--- src/rtl/snoop_dir_pkg.sv ---
package snoop_dir_pkg;

  typedef enum logic {
    WALK_IDLE = 1'b0,
    WALK_RUN  = 1'b1
  } walk_state_t;

endpackage

--- src/rtl/snoop_dir_tag_ram.sv ---
// Synchronous-read tag store, one per way; shaped for block RAM inference.
module snoop_dir_tag_ram #(
  parameter int DEPTH = 16,
  parameter int W     = 28,
  localparam int AW   = $clog2(DEPTH)
) (
  input  logic          clk,
  input  logic          we,
  input  logic [AW-1:0] waddr,
  input  logic [W-1:0]  wdata,
  input  logic          re,
  input  logic [AW-1:0] raddr,
  output logic [W-1:0]  rdata
);

  logic [W-1:0] mem [DEPTH];

  always_ff @(posedge clk) begin
    if (we) mem[waddr] <= wdata;
  end

  always_ff @(posedge clk) begin
    if (re) rdata <= mem[raddr];
  end

endmodule

--- src/rtl/snoop_dir_ptag_ram.sv ---
// Physical tag store with combinational read, so a bus write is resolved
// in the cycle it is observed (distributed RAM style).
module snoop_dir_ptag_ram #(
  parameter int DEPTH = 16,
  parameter int W     = 23,
  localparam int AW   = $clog2(DEPTH)
) (
  input  logic          clk,
  input  logic          we,
  input  logic [AW-1:0] waddr,
  input  logic [W-1:0]  wdata,
  input  logic [AW-1:0] raddr,
  output logic [W-1:0]  rdata
);

  logic [W-1:0] mem [DEPTH];

  always_ff @(posedge clk) begin
    if (we) mem[waddr] <= wdata;
  end

  assign rdata = mem[raddr];

endmodule

--- src/rtl/snoop_dir_flush.sv ---
// Walks every set once, one per cycle, after a flush request.
module snoop_dir_flush
  import snoop_dir_pkg::*;
#(
  parameter int SETS  = 16,
  localparam int IDX_W = $clog2(SETS)
) (
  input  logic             clk,
  input  logic             rst,
  input  logic             flush_req,
  output logic             busy,
  output logic [IDX_W-1:0] wipe_idx
);

  localparam logic [IDX_W-1:0] LAST = IDX_W'(SETS - 1);

  walk_state_t state;

  always_ff @(posedge clk) begin
    if (rst) begin
      state    <= WALK_IDLE;
      wipe_idx <= '0;
    end else begin
      case (state)
        WALK_IDLE: begin
          if (flush_req) begin
            state    <= WALK_RUN;
            wipe_idx <= '0;
          end
        end
        WALK_RUN: begin
          if (wipe_idx == LAST) state <= WALK_IDLE;
          else                  wipe_idx <= wipe_idx + 1'b1;
        end
        default: state <= WALK_IDLE;
      endcase
    end
  end

  assign busy = (state == WALK_RUN);


  flush_start_chk: assert property (@(posedge clk) disable iff (rst)
    (flush_req && !busy) |=> busy);

endmodule

--- src/rtl/snoop_dir_valid.sv ---
// Valid bits as flops: any number of ways per set may be cleared at once.
module snoop_dir_valid #(
  parameter int SETS  = 16,
  parameter int WAYS  = 4,
  localparam int IDX_W = $clog2(SETS),
  localparam int WAY_W = $clog2(WAYS)
) (
  input  logic             clk,
  input  logic             rst,
  input  logic             set_en,
  input  logic [IDX_W-1:0] set_idx,
  input  logic [WAY_W-1:0] set_way,
  input  logic [IDX_W-1:0] clr_idx,
  input  logic [WAYS-1:0]  clr_ways,
  input  logic             wipe_en,
  input  logic [IDX_W-1:0] wipe_idx,
  input  logic [IDX_W-1:0] rd_idx,
  output logic [WAYS-1:0]  rd_ways
);

  logic [SETS-1:0][WAYS-1:0] vld;

  for (genvar s = 0; s < SETS; s++) begin : g_set
    logic [WAYS-1:0] add_m, kill_m;
    always_comb begin
      add_m  = '0;
      kill_m = '0;
      if (set_en && set_idx == IDX_W'(s)) add_m[set_way] = 1'b1;
      if (clr_idx == IDX_W'(s))           kill_m = clr_ways;
      if (wipe_en && wipe_idx == IDX_W'(s)) kill_m = '1;
    end
    // Invalidation is applied after the fill, so it wins.
    always_ff @(posedge clk) begin
      if (rst) vld[s] <= '0;
      else     vld[s] <= (vld[s] | add_m) & ~kill_m;
    end
  end

  assign rd_ways = vld[rd_idx];


  flush_clean_chk: assert property (@(posedge clk) disable iff (rst)
    $fell(wipe_en) |-> (vld == '0));

endmodule

--- src/rtl/snoop_dir.sv ---
module snoop_dir #(
  parameter int SETS    = 16,
  parameter int WAYS    = 4,
  parameter int VTAG_W  = 20,
  parameter int CTX_W   = 8,
  parameter int PADDR_W = 32,
  parameter int OFF_W   = 5,
  parameter int MID_W   = 4,
  parameter int SELF_ID = 0,
  localparam int IDX_W  = $clog2(SETS),
  localparam int WAY_W  = $clog2(WAYS),
  localparam int PTAG_W = PADDR_W - OFF_W - IDX_W,
  localparam int TAG_W  = VTAG_W + CTX_W
) (
  input  logic               clk,
  input  logic               rst,
  input  logic               lk_req,
  input  logic [IDX_W-1:0]   lk_idx,
  input  logic [VTAG_W-1:0]  lk_vtag,
  input  logic [CTX_W-1:0]   lk_ctx,
  input  logic               lk_store,
  output logic               lk_valid,
  output logic               lk_hit,
  output logic [WAY_W-1:0]   lk_way,
  input  logic               fl_en,
  input  logic [IDX_W-1:0]   fl_idx,
  input  logic [WAY_W-1:0]   fl_way,
  input  logic [VTAG_W-1:0]  fl_vtag,
  input  logic [CTX_W-1:0]   fl_ctx,
  input  logic [PTAG_W-1:0]  fl_ptag,
  input  logic               sn_valid,
  input  logic [PADDR_W-1:0] sn_addr,
  input  logic [MID_W-1:0]   sn_master,
  input  logic               flush_req,
  output logic               flush_busy
);

  logic             wipe_busy;
  logic [IDX_W-1:0] wipe_idx;
  logic             fill_ok;
  logic [IDX_W-1:0] sn_set;
  logic [PTAG_W-1:0] sn_ptag;
  logic             sn_own;

  logic [WAYS-1:0][TAG_W-1:0]  tag_rd;
  logic [WAYS-1:0][PTAG_W-1:0] ptag_rd;
  logic [WAYS-1:0]             snp_kill;
  logic [WAYS-1:0]             vld_rd;

  // store-hit record, spared by this processor's own bus writes
  logic             rec_v;
  logic [IDX_W-1:0] rec_set;
  logic [WAY_W-1:0] rec_way;

  // lookup stage 1
  logic              s1_req, s1_block, s1_store;
  logic [IDX_W-1:0]  s1_idx;
  logic [TAG_W-1:0]  s1_key;
  logic [WAYS-1:0]   s1_vld;
  logic [WAYS-1:0]   s1_match;
  logic              s1_any;
  logic [WAY_W-1:0]  s1_way;

  assign fill_ok = fl_en && !wipe_busy && !flush_req;
  assign sn_set  = sn_addr[OFF_W +: IDX_W];
  assign sn_ptag = sn_addr[PADDR_W-1 -: PTAG_W];
  assign sn_own  = (sn_master == MID_W'(SELF_ID));

  snoop_dir_flush #(.SETS(SETS)) u_flush (
    .clk       (clk),
    .rst       (rst),
    .flush_req (flush_req),
    .busy      (wipe_busy),
    .wipe_idx  (wipe_idx)
  );

  for (genvar w = 0; w < WAYS; w++) begin : g_way
    logic wr_this, byp;
    logic [PTAG_W-1:0] cmp_ptag;
    logic spare;

    assign wr_this = fill_ok && (fl_way == WAY_W'(w));

    snoop_dir_tag_ram #(.DEPTH(SETS), .W(TAG_W)) u_tag (
      .clk   (clk),
      .we    (wr_this),
      .waddr (fl_idx),
      .wdata ({fl_vtag, fl_ctx}),
      .re    (lk_req),
      .raddr (lk_idx),
      .rdata (tag_rd[w])
    );

    snoop_dir_ptag_ram #(.DEPTH(SETS), .W(PTAG_W)) u_ptag (
      .clk   (clk),
      .we    (wr_this),
      .waddr (fl_idx),
      .wdata (fl_ptag),
      .raddr (sn_set),
      .rdata (ptag_rd[w])
    );

    // A fill landing in the snooped set this cycle is compared by its new tag.
    assign byp      = wr_this && (fl_idx == sn_set);
    assign cmp_ptag = byp ? fl_ptag : ptag_rd[w];
    assign spare    = sn_own && rec_v && !byp && (rec_set == sn_set) &&
                      (rec_way == WAY_W'(w));
    assign snp_kill[w] = sn_valid && (cmp_ptag == sn_ptag) && !spare;

    assign s1_match[w] = s1_vld[w] && (tag_rd[w] == s1_key);
  end

  snoop_dir_valid #(.SETS(SETS), .WAYS(WAYS)) u_valid (
    .clk      (clk),
    .rst      (rst),
    .set_en   (fill_ok),
    .set_idx  (fl_idx),
    .set_way  (fl_way),
    .clr_idx  (sn_set),
    .clr_ways (snp_kill),
    .wipe_en  (wipe_busy),
    .wipe_idx (wipe_idx),
    .rd_idx   (lk_idx),
    .rd_ways  (vld_rd)
  );

  always_ff @(posedge clk) begin
    if (rst) begin
      s1_req   <= 1'b0;
      s1_block <= 1'b0;
      s1_store <= 1'b0;
      s1_idx   <= '0;
      s1_key   <= '0;
      s1_vld   <= '0;
    end else begin
      s1_req   <= lk_req;
      s1_block <= wipe_busy || flush_req;
      s1_store <= lk_store;
      s1_idx   <= lk_idx;
      s1_key   <= {lk_vtag, lk_ctx};
      s1_vld   <= vld_rd;
    end
  end

  // lowest matching way wins
  always_comb begin
    s1_way = '0;
    for (int w = WAYS - 1; w >= 0; w--) begin
      if (s1_match[w]) s1_way = WAY_W'(w);
    end
    s1_any = (|s1_match) && !s1_block;
  end

  always_ff @(posedge clk) begin
    if (rst) begin
      lk_valid <= 1'b0;
      lk_hit   <= 1'b0;
      lk_way   <= '0;
    end else begin
      lk_valid <= s1_req;
      lk_hit   <= s1_req && s1_any;
      lk_way   <= s1_any ? s1_way : '0;
    end
  end

  always_ff @(posedge clk) begin
    if (rst) begin
      rec_v   <= 1'b0;
      rec_set <= '0;
      rec_way <= '0;
    end else if (flush_req || wipe_busy) begin
      rec_v <= 1'b0;
    end else if (s1_req && s1_any && s1_store) begin
      rec_v   <= 1'b1;
      rec_set <= s1_idx;
      rec_way <= s1_way;
    end else if (fill_ok && rec_v && fl_idx == rec_set && fl_way == rec_way) begin
      rec_v <= 1'b0;
    end
  end

  assign flush_busy = wipe_busy;


  hit_valid_chk: assert property (@(posedge clk) disable iff (rst)
    lk_hit |-> lk_valid);


  lk_latency_chk: assert property (@(posedge clk) disable iff (rst)
    lk_valid |-> $past(lk_req, 2));


  miss_during_flush_chk: assert property (@(posedge clk) disable iff (rst)
    $past(flush_req || flush_busy, 2) |-> !lk_hit);

endmodule

--- config.mk ---
export PLATFORM = sky130hd
export DESIGN_NAME = snoop_dir
export DESIGN_NICKNAME = d
export VERILOG_FILES = /design/src/rtl/snoop_dir_pkg.sv /design/src/rtl/snoop_dir_tag_ram.sv /design/src/rtl/snoop_dir_ptag_ram.sv /design/src/rtl/snoop_dir_flush.sv /design/src/rtl/snoop_dir_valid.sv /design/src/rtl/snoop_dir.sv
export SDC_FILE = /design/constraint.sdc
export NUM_CORES = 2
export LEC_CHECK = 0
export ABC_AREA = 0
export BUFFER_PORTS_ARGS = -buffer_cell sky130_fd_sc_hd__buf_2
export CORE_UTILIZATION = 35
export DETAILED_ROUTE_END_ITERATION = 7
export PLACE_DENSITY_LB_ADDON = 0.1
export SLEW_MARGIN = 30
export SYNTH_ARGS = -nofsm -noshare
export SYNTH_HDL_FRONTEND = slang
export SYNTH_SLANG_ARGS = --single-unit
--- constraint.sdc ---
create_clock -name clk -period 14.05 [get_ports clk]
set_clock_uncertainty 0.05 [all_clocks]
set_input_delay 2.81 -clock clk [delete_from_list [all_inputs] [get_ports clk]]
set_output_delay 2.81 -clock clk [all_outputs]
set_load 0.02 [all_outputs]
==> flow_metrics.py <==
metrics = {
    "power_and_ir_drop": {
        "p_switching_mw": 4.89,
        "clkPwrFrac_pct": 44.0,
        "pwr-share-comb_pct": 4.8,
        "p_sw_share_pct": 21.7,
        "total_power_mw": 22.5,
        "vdd_drop_max_mv": 0.0987,
        "powerDensity_nw_per_um2": 145,
        "p_leak_nw": 48.3,
        "p_seq_share_pct": 51.2,
        "internal_power_mw": 17.6,
    },
    "status": {
        "status": "finished, final reports clean",
    },
    "routing": {
        "viasPerCell": 5.57,
        "routed_wl_mm": 428,
        "drtIter0Drc": 6936,
        "firstDrtPassIters": 6,
        "antenna_left": 0,
        "wire_per_inst_um": 36.2,
        "vias": 65690,
        "drc": 0,
    },
    "worst_setup_path": {
        "path_class": "in -> reg",
        "worst-endpoint-required_ns": 14.79,
        "cp_max_fo": 69,
        "critPathLaunchType": "primary input",
        "cp-end-kind": "flip-flop",
        "cp.arrival_ns": 7.50,
    },
    "layout": {
        "n_fill_cell": 33822,
        "area_growth_pct": 15.0,
        "fin_area_um2": 155000,
        "fin_cells": 11803,
        "finish.net_count": 6551,
        "drive_above_1_share_pct": 28.9,
    },
    "clocking": {
        "postCtsHoldBufs": 0,
        "root_buffer": "clkbuf_16",
        "postCtsSetupBuffers": 0,
        "cts_tree": "built",
        "path_clk_slew_ns": 0.06,
        "ctsResizeCount": 0,
        "numCtsBuffers": 386,
        "clock_latency_ns": 0.96,
        "cts_max_level": 5,
        "cts.sinks": 3495,
        "cts_max_path_buffers": 4,
    },
    "placed_design": {
        "hpwl_mm": 238,
        "portBuffers": 131,
        "routabilityCongestion": 0.834,
        "dp_worst_setup_slack_ns": 6.30,
        "post_dp_cell_area_um2": 143000,
        "place_inst": 11062,
    },
    "run": {
        "cap_viol_max_count": 0,
    },
    "synth": {
        "syn_avg_cell_area_um2": 22.6,
        "yosysWarnings": 0,
        "ys_ff_latch": 3495,
        "yosysSeqAreaShare_pct": 76.8,
        "ys.flop_type": "edfxtp_1",
        "netlist_area_um2": 135000,
        "synth-edff-count": 3376,
        "synth_cell_types": 85,
        "syn-num-nets": 6106,
        "syn_inst": 5970,
        "async_reset_ff_share_pct": 0,
    },
    "timing": {
        "timing.final.crit_period_ns": 6.76,
        "setup_viol": 0,
        "worst_pin_slew_ns": 1.07,
        "min_period_over_period_pct": 48.1,
        "hold_viol": 0,
        "slew_violations": 0,
        "relSlewSlack_pct": 28.9,
        "timing.fmax_mhz": 148,
        "fin_setup_tns_ns": 0,
        "setup_ws_ns": 7.29,
        "rsz0062_at_grt": "no",
    },
    "die": {
        "num_rows": 227,
        "dieHeight_um": 623,
        "core_area_um2": 383000,
        "ios": 137,
        "initial_core_util_pct": 35.2,
        "die-area_um2": 389000,
        "die_x_um": 623,
    },
    "grt": {
        "grt_overflow": 0,
        "first_global_vias": 67595,
        "grt_max_degree": 110,
        "grt_pass1_wl_mm": 582,
        "track_usage_pct": 21.8,
        "antenna_found_initial": 53,
    },
    "hold_path": {
        "hold_path_class": "reg -> reg",
    },
}
[cell usage after synthesis (24+ instances only)]
master / n / area (um^2)
buf_6: 47 / 529
buf_2: 40 / 200
o21ai_0: 89 / 445
a22oi_1: 52 / 390
xor2_1: 53 / 464
clkbuf_1: 139 / 522
nand3_1: 25 / 125
nand2_1: 81 / 304
mux2i_1: 133 / 1330
dfxtp_1: 119 / 2380
mux2_2: 25 / 282
mux4_2: 910 / 20500
nor4_1: 25 / 156
nand4_1: 43 / 269
inv_1: 29 / 109
edfxtp_1: 3376 / 101000
nor3_1: 24 / 120
nor2_1: 132 / 495
buf_4: 31 / 233
xnor2_1: 149 / 1310
nor2b_1: 57 / 357
a31oi_1: 84 / 526
a21oi_1: 33 / 165
buf_1: 42 / 158
[placed cells by master (no fill, tap or decap), types with 9 or more instances in the layout]
cell	n
mux4_2	910
nor2b_1	54
mux2i_1	132
nand2b_1	16
dfxtp_1	119
nand2_1	80
mux4_1	17
inv_1	28
nand3_1	25
bufinv_16	29
a21oi_1	33
clkbuf_16	397
nand4_1	43
diode_2	22
o21ai_0	89
clkinv_1	91
xnor2_1	149
a221oi_1	15
nor2_4	67
mux2_2	25
nor4_1	22
nor3_1	24
nor2_1	66
o22ai_1	19
a22o_1	10
clkinv_2	75
buf_12	11
a22oi_1	52
buf_4	229
buf_16	9
xor2_1	53
edfxtp_1	3376
a31oi_1	84
clkbuf_1	93
buf_2	106
[cell type report]
type                    instances  area (um^2)  area share [%]
clock inverters               220         1910            1.23
inverters                      32          123          0.0789
flip-flops and latches       3495       104000            66.8
well taps                    5038         6300            4.06
multi-input cells            2128        29900            19.3
repair buffers                372         2940            1.89
diodes                         22         55.1          0.0354
clock buffers                 496        10400            6.67
[sequential cells by signal, indices dropped and copies added (netlist names), 2 cells and up]
signal             count
u_valid.vld           64
g_way.u_tag.mem     1792
g_way.u_tag.rdata    112
s1_idx                 4
lk_way                 2
g_way.u_ptag.mem    1472
rec_way                2
s1_key                28
u_flush.wipe_idx       4
rec_set                4
s1_vld                 4
[per-stage QoR]
step	hold WS, ns	utilization [%]
after floorplan	0.390	-
after global placement	0.411	37.2
final	0.416	40.5
after CTS	0.424	40.5
after global routing	0.441	40.5
after detailed placement	0.414	37.3
[worst max-delay path, cell delays in order]
cell and delay [ns]:
buf_8 0.53, buf_4 0.59, buf_4 0.68, mux4_2 0.63, mux4_2 0.55, xnor2_1 0.16, nor4_1 0.34, nand2_1 0.16
o31ai_4 0.70, a31oi_1 0.18
[per-layer routing]
metal  up-vias  part of all wire (%)  global-route usage (%)
met2      2152                    49                    36.6
met5         -                 0.027                       0
met1     36614                    42                    29.8
met3       605                   5.4                    3.01
li1      26301                     -                       -
met4        18                   2.8                    5.68
[logic make-up after synthesis]
| logic type | share of synthesized area [%] |
|---|---|
| buffers and inverters | 1.48 |
| DFF | 76.8 |
| adders and majority gates | 0.0370 |
| xor gates and xnor gates | 1.32 |
| muxes | 16.7 |
| and+or+nand+nor | 1.72 |
| AOI/OAI and AO/OA | 1.98 |
[path summary, 6_finish.rpt]
path,startpoint,endpoint,slack [ns],cells past startpoint
setup reg to reg,u_flush.busy,g_way[2].u_tag.mem[10][7],9.64,6
setup / recovery,sn_addr[6],u_valid.vld[15],7.29,10
hold / removal,s1_idx[1],rec_set[1],0.42,2
hold reg to reg,s1_idx[1],rec_set[1],0.42,2
[power groups by stage]
stage	registers, mW	clock network (mW)	logic (mW)
floorplan	11.7	0	0.610
global placement	11.7	0	1.09
detailed placement	11.7	0	1.11
CTS	11.5	10.1	1.12
global route	11.5	10.5	1.15
finish	11.5	9.89	1.09
Note: power is estimated with default switching activity, not from simulation.
